<file path="config.mk">
export PLATFORM = sky130hd
export DESIGN_NAME = tmr_chan_core
export DESIGN_NICKNAME = d
export VERILOG_FILES = /design/src/rtl/tmr_chan_pkg.sv /design/src/rtl/tmr_gate_sense.sv /design/src/rtl/tmr_count_unit.sv /design/src/rtl/tmr_chan_core.sv
export SDC_FILE = /design/constraint.sdc
export NUM_CORES = 1
export LEC_CHECK = 0
export ABC_AREA = 1
export BUFFER_PORTS_ARGS = -buffer_cell sky130_fd_sc_hd__buf_2
export CORE_UTILIZATION = 24
export CTS_CLUSTER_SIZE = 24
export DETAILED_ROUTE_END_ITERATION = 8
export PLACE_DENSITY = 0.5
export SLEW_MARGIN = 10
export SYNTH_ARGS = -nofsm -noshare
export SYNTH_HDL_FRONTEND = slang
export SYNTH_SLANG_ARGS = --single-unit
</file>
<file path="constraint.sdc">
create_clock -name clk -period 2.25 [get_ports clk]
set_input_delay 0.1125 -clock clk [delete_from_list [all_inputs] [get_ports clk]]
set_output_delay 0.1125 -clock clk [all_outputs]
set_load 0.02 [all_outputs]
</file>
<file path="src/rtl/tmr_chan_pkg.sv">
package tmr_chan_pkg;
  typedef enum logic [2:0] {
    MD_TERM    = 3'd0,
    MD_ONESHOT = 3'd1,
    MD_RATE    = 3'd2,
    MD_SQUARE  = 3'd3,
    MD_SWSTB   = 3'd4,
    MD_HWSTB   = 3'd5,
    MD_RSV6    = 3'd6,
    MD_RSV7    = 3'd7
  } mode_e;
endpackage

</file>
<file path="src/rtl/tmr_gate_sense.sv">
module tmr_gate_sense (
  input  logic clk,
  input  logic rst,
  input  logic tick,
  input  logic gate,
  output logic rise
);
  logic gate_seen;

  always_ff @(posedge clk) begin
    if (rst) gate_seen <= 1'b1;
    else if (tick) gate_seen <= gate;
  end

  assign rise = gate & ~gate_seen;
endmodule

</file>
<file path="src/rtl/tmr_count_unit.sv">
module tmr_count_unit #(
  parameter int WIDTH = 16
) (
  input  logic             clk,
  input  logic             rst,
  input  logic             do_load,
  input  logic             do_dec,
  input  logic             wrap_at_one,
  input  logic [WIDTH-1:0] load_val,
  output logic [WIDTH-1:0] cnt,
  output logic [WIDTH-1:0] nxt,
  output logic             at_one
);
  localparam logic [WIDTH-1:0] ONE = {{(WIDTH-1){1'b0}}, 1'b1};

  assign at_one = (cnt == ONE);
  assign nxt    = (wrap_at_one && at_one) ? load_val : cnt - ONE;

  always_ff @(posedge clk) begin
    if (rst)          cnt <= '0;
    else if (do_load) cnt <= load_val;
    else if (do_dec)  cnt <= nxt;
  end
endmodule

</file>
<file path="src/rtl/tmr_chan_core.sv">
module tmr_chan_core #(
  parameter int WIDTH = 16
) (
  input  logic             clk,
  input  logic             rst,
  input  logic             tick,
  input  logic             gate,
  input  logic [2:0]       mode,
  input  logic             mode_set,
  input  logic             load_req,
  input  logic [WIDTH-1:0] reload,
  input  logic             low_pending,
  output logic             out,
  output logic [WIDTH-1:0] count
);
  import tmr_chan_pkg::*;

  localparam logic [WIDTH-1:0] ONE = {{(WIDTH-1){1'b0}}, 1'b1};

  mode_e            mode_r;
  logic             out_r, live, armed, load_pend, have_cnt;
  logic [WIDTH-1:0] reload_r, cnt, nxt;
  logic             at_one, rise, do_load, do_dec, wrap_at_one;

  tmr_gate_sense u_gate (
    .clk(clk), .rst(rst), .tick(tick), .gate(gate), .rise(rise)
  );

  assign wrap_at_one = (mode_r == MD_RATE);

  tmr_count_unit #(.WIDTH(WIDTH)) u_cnt (
    .clk(clk), .rst(rst), .do_load(do_load), .do_dec(do_dec),
    .wrap_at_one(wrap_at_one), .load_val(reload_r),
    .cnt(cnt), .nxt(nxt), .at_one(at_one)
  );

  always_comb begin
    do_load = 1'b0;
    do_dec  = 1'b0;
    if (tick && !mode_set) begin
      case (mode_r)
        MD_TERM: begin
          do_load = load_pend;
          do_dec  = !load_pend && live && gate && !low_pending;
        end
        MD_ONESHOT, MD_HWSTB: begin
          do_load = rise;
          do_dec  = !rise;
        end
        MD_RATE: begin
          do_load = load_pend || (rise && have_cnt);
          do_dec  = !do_load && live && gate;
        end
        MD_SWSTB: begin
          do_load = load_pend;
          do_dec  = !load_pend && live && gate;
        end
        default: ;
      endcase
    end
  end

  always_ff @(posedge clk) begin
    if (rst) begin
      mode_r    <= MD_TERM;
      out_r     <= 1'b0;
      live      <= 1'b0;
      armed     <= 1'b0;
      load_pend <= 1'b0;
      have_cnt  <= 1'b0;
      reload_r  <= '0;
    end else if (mode_set) begin
      mode_r    <= mode_e'(mode);
      out_r     <= (mode != 3'd0);
      live      <= 1'b0;
      armed     <= 1'b0;
      load_pend <= 1'b0;
      have_cnt  <= 1'b0;
      reload_r  <= '0;
    end else begin
      // tick effects first; later statements override them
      if (tick) begin
        if (mode_r == MD_SWSTB || mode_r == MD_HWSTB) out_r <= 1'b1;
        if (do_load) begin
          live      <= 1'b1;
          armed     <= 1'b1;
          load_pend <= 1'b0;
          if (mode_r == MD_ONESHOT) out_r <= 1'b0;
          if (mode_r == MD_RATE)    out_r <= 1'b1;
        end else if (do_dec) begin
          case (mode_r)
            MD_TERM, MD_ONESHOT:
              if (armed && at_one) begin
                out_r <= 1'b1;
                armed <= 1'b0;
              end
            MD_RATE: out_r <= (nxt != ONE);
            MD_SWSTB, MD_HWSTB:
              if (armed && at_one) begin
                out_r <= 1'b0;
                armed <= 1'b0;
              end
            default: ;
          endcase
        end
      end
      if (load_req) begin
        reload_r <= reload;
        have_cnt <= 1'b1;
        case (mode_r)
          MD_TERM: begin
            out_r     <= 1'b0;
            armed     <= 1'b0;
            load_pend <= 1'b1;
          end
          MD_SWSTB: begin
            armed     <= 1'b0;
            load_pend <= 1'b1;
          end
          MD_RATE: if (!live) load_pend <= 1'b1;
          default: ;
        endcase
      end
      if (mode_r == MD_TERM && low_pending) out_r <= 1'b0;
      if (mode_r == MD_RATE && !gate)       out_r <= 1'b1;
    end
  end

  assign out   = out_r;
  assign count = cnt;
endmodule

</file>
==> flow_summary.ini, run 1 <==
[logic_synthesis]
ys_warn_count = 0
synth_edf_count = 0
synth.top_cells.by_count = nand2_1, inv_1, nor2_1
syn_nets = 418
synth_top_area_share_pct = 32.9
synthFlopType = dfxtp_1
async_flop_share_pct = 0
synthCells = 390
synth_cell_type_count = 34
synth_largest_area_cell = dfxtp_1
synthTopCellsByArea = dfxtp_1, nand2_1, inv_1
syn_area_per_cell_um2 = 6.40
synth-seq-area-share_pct = 32.9
netlist_area_um2 = 2500
ys_ff_latch = 41
synth_most_common_cell = nand2_1

[finish]
drive_gt1_share_pct = 24.5
finalInstanceArea_um2 = 3190
insertedDiodeCount = 0
area_growth_pct = 27.7
seqCellArea_um2 = 828
fin_cells = 582
finish.utilization_pct = 32.2
nNetsFinal = 477
nFillCells = 1127
multi_input_area_um2 = 1480

[worst_setup_path]
crit_path_start_kind = flip-flop
r2r_setup_slack_ns = 0.15
worstPathMaxFanout = 7
r2r_start = mode_r[1]
worstPathRequired_ns = 2.45
timing.rr.end = out
worstPathArrival_ns = 2.30
path_class = flip-flop to flip-flop
end_kind = flip-flop
r2r_cells = 18

[placed_design]
dp.cells = 570
placed_cell_area_um2 = 2940
gp_congestion = 0.848
dpl.hpwl_um = 6080
pre_cts_ws_ns = 0.0824
port_buffers = 42

[die]
die_w_um = 104
rows = 36
start_util_pct = 25.2
ios = 43
core_um2 = 9910
die_area_um2 = 10800
fp.dieH_um = 104

[power]
pwr_density_cell_nw_per_um2 = 572
p_sw_mw = 0.575
p_sw_share_pct = 31.5
p_int_mw = 1.25
ir_drop_v = 0.000201
comb_power_share_pct = 25.1
p_seq_share_pct = 42.8
p_leak_nw = 1.58
p_total_mw = 1.83
clockPowerShare_pct = 32.1

[sta]
fin_crit_ns = 2.10
max_clock_freq_mhz = 476
finalSetupViolCount = 0
fin_ws_ns = 0.151
period_share_pct = 93.3
worst_pin_slew_ns = 0.743
fin_worst_skew_ns = 0.00817
hold_viol = 0
slew-limit-headroom_pct = 50.4
whs_ns = 0.0646
drv_slew = 0
fin_tns_setup_ns = 0

[clocking]
cts_made_buffers = 5
clkLatencyLatePin_ns = 0.29
cts.sinks = 41
hold_buffers = 0
clockBufferDepth = 2
htreeDepth = 2
cts_tree = yes
cts_root_buf = clkbuf_8
clk_pin_slew_ns = 0.08

[routing]
drtAntennaViolNets = 0
drt_wl_total_um = 7840
drt-pass1-iter-count = 4
wl_per_cell_um = 13.5
drcViolationCount = 0
viasPerCell = 4.65
drt-initial-drc-count = 119
vias = 2709

[grt]
grt_antenna_before_repair = 0
grt_max_degree = 33
top_usage_layer = met2
met2_usage_pct = 25.1
gr-total-overflow = 0
grt_pass1_vias = 2652
grt_use_met1_pct = 19.1
grt_usage_pct = 14.8
grt_pass1_wl_um = 12800
grt_use_met3_pct = 2.88

[status]
status = finished clean

[min_path]
worstHoldStart = mode[0]
holdPathStages = 3
min_to = mode_r[0]
hold_class = primary input to flip-flop

[run]
cap_violations = 0
-- cell type report --
class / instances / share of cell area (%)
Timing Repair Buffer: 64 / 12.0
Clock inverter: 2 / 1.10
Sequential cell: 41 / 26.0
Tap cell: 133 / 5.22
Multi-Input combinational cell: 277 / 46.4
Inverter: 60 / 7.14
Clock buffer: 5 / 2.16
-- power by group through the flow --
stage               clock network [mW]  registers, mW  logic [mW]
finish                           0.586          0.781       0.459
global route                     0.642          0.785       0.520
CTS                              0.599          0.779       0.428
detailed placement                   0          0.796       0.426
global placement                     0          0.796       0.425
floorplan                            0          0.806       0.288
-- worst max-delay path by stage --
stage	start	endpoint	slack, ns
finish	mode_r[1]	out	0.15
global route	mode_r[1]	out	-0.02
CTS	u_cnt.cnt[1]	out	0.06
detailed placement	u_cnt.cnt[1]	out	0.08
global placement	u_cnt.cnt[1]	out	0.08
floorplan	u_cnt.cnt[0]	out	0.19
-- placed cells by master (no fill, tap or decap), types with 2 or more instances in the layout --
cell and instances:
inv_2 3, a31oi_1 2, dfxtp_2 3, nand2_1 100
buf_2 42, o211ai_1 4, nand2_2 3, clkbuf_8 5
o21ai_0 20, nor3_1 2, inv_1 56, o221ai_1 2
nor2_2 9, nand3b_1 2, nand3_2 4, nand4_1 8
buf_6 2, nor2_4 5, nor2_1 41, xor2_1 4
a211oi_1 15, buf_4 20, a21oi_1 12, nand3_1 19
nand2_4 3, dfxtp_1 37, o22ai_1 10
-- worst max-delay path, cell delays in order, from the launching register on --
cell,delay (ns)
dfxtp_4,0.37
inv_4,0.05
nor3_4,0.32
nand3_4,0.18
buf_6,0.18
nand2_1,0.07
nand2_1,0.05
nor2_1,0.09
nand2_1,0.08
nor2_1,0.10
nand3_1,0.10
nand2_1,0.07
nand2_1,0.04
nand2_1,0.05
nand2_1,0.05
nand2_1,0.05
nand2_1,0.04
nand2_1,0.05
nand2_1,0.04
-- repair_timing --
item | 4_1_cts | 5_1_grt
setup buffers | 0 | 5
resized for setup | 0 | 37
endpoints found under the hold margin | 0 | 0
setup endpoints to repair | 0 | 6
-- logic make-up after synthesis --
logic type	count (synthesis)	share of synthesized area, %
adder cells (fa/ha/maj)	2	1.00
XOR/XNOR	4	1.40
AND/OR/NAND/NOR	201	36.0
flip-flops	41	32.9
buffers and inverters	72	11.4
AO/OA/AOI/OAI	70	17.4
-- state kept, by name (all words and copies together) (netlist names) --
register / count
armed: 1
have_cnt: 1
live: 1
load_pend: 1
mode_r: 3
out: 1
reload_r: 16
u_cnt.cnt: 16
u_gate.gate_seen: 1
-- metal layers --
metal / part of all wire, % / up-vias
met5: 0 / -
met4: 0.94 / 0
met3: 5.5 / 6
met2: 47 / 68
met1: 46 / 1252
li1: - / 1383
Power figures use the tool's default switching activity.
==> run 2: changes to the inputs <==
Settings changed: CORE_UTILIZATION 24 to 40, PLACE_DENSITY 0.5 to 0.69.
==> flow_summary.ini, run 2 (same netlist as run 1, synthesis figures left out) <==
[die]
die_w_um = 81.0
start_util_pct = 41.9
ios = 43
fp.dieH_um = 81.0
die_area_um2 = 6560
rows = 28
core_um2 = 5960

[finish]
biggestRegsByFlops = reload_r x16, u_cnt.cnt x16, mode_r x3
layout_commonest_cell = nand2_1
nNetsFinal = 472
insertedDiodeCount = 0
area_growth_pct = 21.5
final_cell_mix = nand2_1, inv_1, nor2_1
drive_gt1_share_pct = 20.2
nFillCells = 641

[routing]
drtAntennaViolNets = 0
viasPerCell = 5.24
vias = 2724
drt-pass1-iter-count = 5
drcViolationCount = 0
drt_wl_total_um = 7110
drt-initial-drc-count = 281
wl_per_cell_um = 13.7

[worst_setup_path]
cp_slowest_cell = dfxtp_1
path_class = flip-flop to flip-flop
path_common_cell = nand2_1
worstPathRequired_ns = 2.46
slowest_delay_ns = 0.35
worstPathMaxFanout = 8
cp_num_buf_inv = 1
crit_path_start_kind = flip-flop
crit_family = simple AND/OR/NAND/NOR gates
crit_chain = nor2_1 -> nand2_1 -> nor2_4 -> nand3_4 -> inv_4 -> nand2_1 -> nand2_1 -> nand2_1 -> nor2_1 -> nand3_1 -> nand2_1 -> nand2_1 -> nand2_1 -> nand2_1 -> nand2_1 -> nand2_1 -> nand2_1 -> nand2_1
worstPathArrival_ns = 2.29
end_kind = flip-flop

[clocking]
cts_root_buf = clkbuf_8
htreeDepth = 2
clk_pin_slew_ns = 0.09
clockBufferDepth = 2
cts_made_buffers = 5
cts_tree = yes
clkLatencyLatePin_ns = 0.30
cts.sinks = 41

[sta]
finalSetupViolCount = 0
drv_slew = 0
fin_worst_skew_ns = 0.00785
whs_ns = 0.0539
period_share_pct = 92.8
max_clock_freq_mhz = 479
fin_tns_setup_ns = 0
worst_pin_slew_ns = 0.796
hold_viol = 0
slew-limit-headroom_pct = 46.9
fin_crit_ns = 2.09

[status]
status = finished clean

[grt]
gr-total-overflow = 0
grt_antenna_before_repair = 0
grt_pass1_wl_um = 11400
grt_usage_pct = 22.8
grt_max_degree = 28
grt_pass1_vias = 2450

[power]
p_leak_nw = 1.54
pwr_density_cell_nw_per_um2 = 618
ir_drop_v = 0.000298

[placed_design]
dpl.hpwl_um = 5310
gp_congestion = 0.957
port_buffers = 42

[run]
cap_violations = 0

[min_path]
hold_class = primary input to flip-flop
[run 2: worst paths after layout]
| path | from | endpoint | slack, ns | depth (start not counted) |
|---|---|---|---|---|
| worst max-delay path | u_cnt.cnt[9] | out | 0.16 | 18 |
| worst min-delay path | rst | u_cnt.cnt[11] | 0.05 | 2 |
| worst max register to register | u_cnt.cnt[9] | out | 0.16 | 18 |
| worst min register to register | have_cnt | have_cnt | 0.47 | 2 |
[run 2: timing repair]
action,4_1_cts,5_1_grt
setup buffers,0,3
hold buffers,0,0
endpoints found under the setup margin,0,1
resized for setup,0,15
[run 2: through the flow]
stage	utilization (%)	setup slack, ns	cells	power (mW)	cell area [µm²]
finish	51.0	0.163	520	1.88	3040
global route	51.0	-0.0129	520	1.96	3040
CTS	49.7	0.00305	516	1.85	2960
detailed placement	47.7	0.0294	508	1.21	2840
global placement	47.7	0.0740	508	1.21	2840
floorplan	-	0.194	390	1.09	2500
[run 2: layer usage]
layer / track usage [%] / vias up / share of wire [%] / wire [µm]
met3: 5.39 / 11 / 6.7 / 479
met5: 0 / - / 0 / 0
met1: 30.1 / 1227 / 46 / 3280
li1: - / 1381 / - / -
met2: 37.1 / 105 / 46 / 3280
met4: 6.25 / 0 / 1.0 / 72
[run 2: power breakdown]
| group | switching [mW] | total, mW | leakage [nW] | internal (mW) |
|---|---|---|---|---|
| clock | 0.286 | 0.647 | 0.0574 | 0.361 |
| sequential | 0.0254 | 0.780 | 0.335 | 0.755 |
| combinational | 0.284 | 0.448 | 1.14 | 0.164 |
[run 2: area by class of cell]
class | count | area, µm² | share of cell area (%)
tap | 75 | 93.8 | 3.09
clock buffer | 6 | 82.6 | 2.72
timing repair buffer | 58 | 334 | 11.0
clock inverter | 2 | 37.5 | 1.24
sequential | 41 | 822 | 27.1
multi-input combinational | 278 | 1440 | 47.4
inverter | 60 | 228 | 7.50
[run 2: worst reg2reg max path, stage by stage, from the launching register on]
cell	delay, ns
dfxtp_1	0.35
nor2_1	0.17
nand2_1	0.12
nor2_4	0.23
nand3_4	0.16
inv_4	0.13
nand2_1	0.05
nand2_1	0.09
nand2_1	0.06
nor2_1	0.15
nand3_1	0.09
nand2_1	0.06
nand2_1	0.05
nand2_1	0.05
nand2_1	0.04
nand2_1	0.05
nand2_1	0.05
nand2_1	0.05
nand2_1	0.04
==> run 3: changes to the inputs <==
Settings changed: ABC_AREA 1 to default, REMOVE_ABC_BUFFERS from default to 1.
==> flow_summary.ini, run 3 <==
[finish]
drive_gt1_share_pct = 35.1
layout_commonest_cell = nor2_1
final_cell_mix = nor2_1, buf_4, buf_2
insertedDiodeCount = 0
finalInstanceArea_um2 = 3240
biggestRegsByFlops = reload_r x16, u_cnt.cnt x16, mode_r x3
nNetsFinal = 403
area_growth_pct = 35.1

[clocking]
cts.sinks = 41
clkLatencyLatePin_ns = 0.30
cts_made_buffers = 5
cts_tree = yes
cts_root_buf = clkbuf_8
clk_pin_slew_ns = 0.09
htreeDepth = 2
hold_buffers = 0
clockBufferDepth = 2

[min_path]
worstHoldStart = reload[3]
holdPathStages = 3
min_to = reload_r[3]
hold_class = primary input to flip-flop

[die]
rows = 27
die_area_um2 = 6310
ios = 43
core_um2 = 5640
die_w_um = 79.4
fp.dieH_um = 79.4
start_util_pct = 42.5

[logic_synthesis]
netlist_area_um2 = 2400
synthCells = 296
ys_ff_latch = 41
synth_largest_area_cell = dfxtp_1
synthFlopType = dfxtp_1
synth_edf_count = 0
synth_cell_type_count = 60
synth.top_cells.by_count = nor2_1, dfxtp_1, mux2i_1
ys_warn_count = 0
synthTopCellsByArea = dfxtp_1, mux2i_1, nor2_1
synth_top_area_share_pct = 34.2
synth-seq-area-share_pct = 34.2
synth_most_common_cell = nor2_1
async_flop_share_pct = 0
syn_area_per_cell_um2 = 8.10

[routing]
drt_wl_total_um = 7080
wl_per_cell_um = 15.8
drtAntennaViolNets = 0
vias = 2616
drcViolationCount = 0
drt-pass1-iter-count = 5
drt-initial-drc-count = 248
viasPerCell = 5.84

[worst_setup_path]
slowest_delay_ns = 0.59
end_kind = flip-flop
worstPathRequired_ns = 2.43
worstPathArrival_ns = 2.40
path_class = flip-flop to flip-flop
timing.rr.end = out
r2r_cells = 8
cp_slowest_cell = or4_4
r2r_start = u_cnt.cnt[0]
crit_chain = buf_6 -> or4_4 -> nor2_4 -> nand2_2 -> a2111oi_4 -> o211ai_1 -> o31ai_2 -> a21oi_1
worstPathMaxFanout = 6
crit_family = simple AND/OR/NAND/NOR gates
cp_num_buf_inv = 1
r2r_setup_slack_ns = 0.03
crit_path_start_kind = flip-flop

[run]
cap_violations = 0

[power]
pwr_density_cell_nw_per_um2 = 568
p_total_mw = 1.84
p_leak_nw = 1.39
ir_drop_v = 0.000416

[placed_design]
gp_congestion = 0.860
placed_cell_area_um2 = 2980
dpl.hpwl_um = 5250
port_buffers = 42

[grt]
grt_antenna_before_repair = 0
grt_max_degree = 23
gr-total-overflow = 0
grt_usage_pct = 23.0
grt_pass1_wl_um = 11400
grt_pass1_vias = 2364

[sta]
finalSetupViolCount = 0
slew-limit-headroom_pct = 65.8
drv_slew = 0
period_share_pct = 98.8
grt_setup_unrepaired = true
hold_viol = 0
worst_pin_slew_ns = 0.511
fin_crit_ns = 2.22
fin_worst_skew_ns = 0.00921
max_clock_freq_mhz = 450

[status]
status = finished clean
==> run 3: cell types whose count changed in the layout (fill, tap and decap cells not counted), moves of 16 or more <==
cell     delta
o21ai_0    -16
mux2i_1    +21
buf_4      +33
nand2_1    -93
inv_1      -52
nand3_1    -23
==> run 3: worst min-delay path: cells and delay by family <==
| kind | cells | cell delay (ns) |
|---|---|---|
| mux | 1 | 0.05 |
| buf+inv | 1 | 0.07 |
| simple gates | 1 | 0.07 |
==> run 3: final cells by class <==
| cell class | instances | area, µm² |
|---|---|---|
| Tap cell | 72 | 90.1 |
| Clock inverter | 3 | 43.8 |
| Fill cell | 525 | 2400 |
| Sequential cell | 41 | 825 |
| Inverter | 5 | 18.8 |
| Clock buffer | 5 | 68.8 |
| Multi-Input combinational cell | 226 | 1530 |
| Timing Repair Buffer | 96 | 664 |
==> run 3: worst max path at each step <==
| stage | startpoint | end | slack [ns] | cells after the start |
|---|---|---|---|---|
| 3_3_place_gp | u_cnt.cnt[0] | out | -0.08 | 8 |
| 5_1_grt | u_cnt.cnt[1] | out | -0.05 | 10 |
| 2_1_floorplan | u_cnt.cnt[1] | u_cnt.cnt[12] | -0.24 | 9 |
| 4_1_cts | u_cnt.cnt[1] | out | -0.08 | 8 |
| 6_report | u_cnt.cnt[0] | out | 0.03 | 8 |
| 3_5_place_dp | u_cnt.cnt[0] | out | -0.13 | 9 |
==> run 3: metrics by stage <==
stage | util, % | hold slack (ns) | instances | worst slack [ns] | TNS, ns
after floorplan | - | 0.182 | 272 | -0.238 | -1.88
after global placement | 52.8 | 0.345 | 434 | -0.0836 | -0.0836
after detailed placement | 52.8 | 0.356 | 434 | -0.134 | -0.519
after CTS | 55.6 | 0.0453 | 444 | -0.0828 | -0.0828
after global routing | 57.4 | 0.0553 | 448 | -0.0531 | -0.0531
final | 57.4 | 0.0444 | 448 | 0.0262 | 0
==> run 3: cells by family (layout without fill, tap and decap cells) <==
kind of cell	after synthesis	in the layout	share of synthesized area (%)
compound gates	81	81	23.2
xor+xnor	3	3	1.10
fa+ha+maj	2	2	1.04
buf+inv	29	109	5.79
flops	41	41	34.2
mux	22	22	9.18
simple gates	118	118	25.5
==> run 3: metal layers <==
layer | up-vias | GRT usage, % | wire length (µm) | part of all wire, %
li1 | 1244 | - | - | -
met1 | 1240 | 32.0 | 3320 | 47
met2 | 118 | 36.2 | 3120 | 44
met3 | 14 | 2.97 | 476 | 6.7
met4 | 0 | 8.36 | 160 | 2.3
met5 | - | 0 | 0 | 0
==> run 3: power breakdown <==
part	total (mW)	switching, mW	internal, mW
logic	0.452	0.239	0.213
registers	0.781	0.0284	0.752
clock network	0.609	0.276	0.333
total	1.84	0.543	1.30
==> run 3: repair_timing <==
| action | in CTS | in global routing |
|---|---|---|
| setup endpoints to repair | 12 | 14 |
| pin swaps | 4 | 12 |
| buffers inserted | 2 | 4 |
| resized for setup | 6 | 19 |
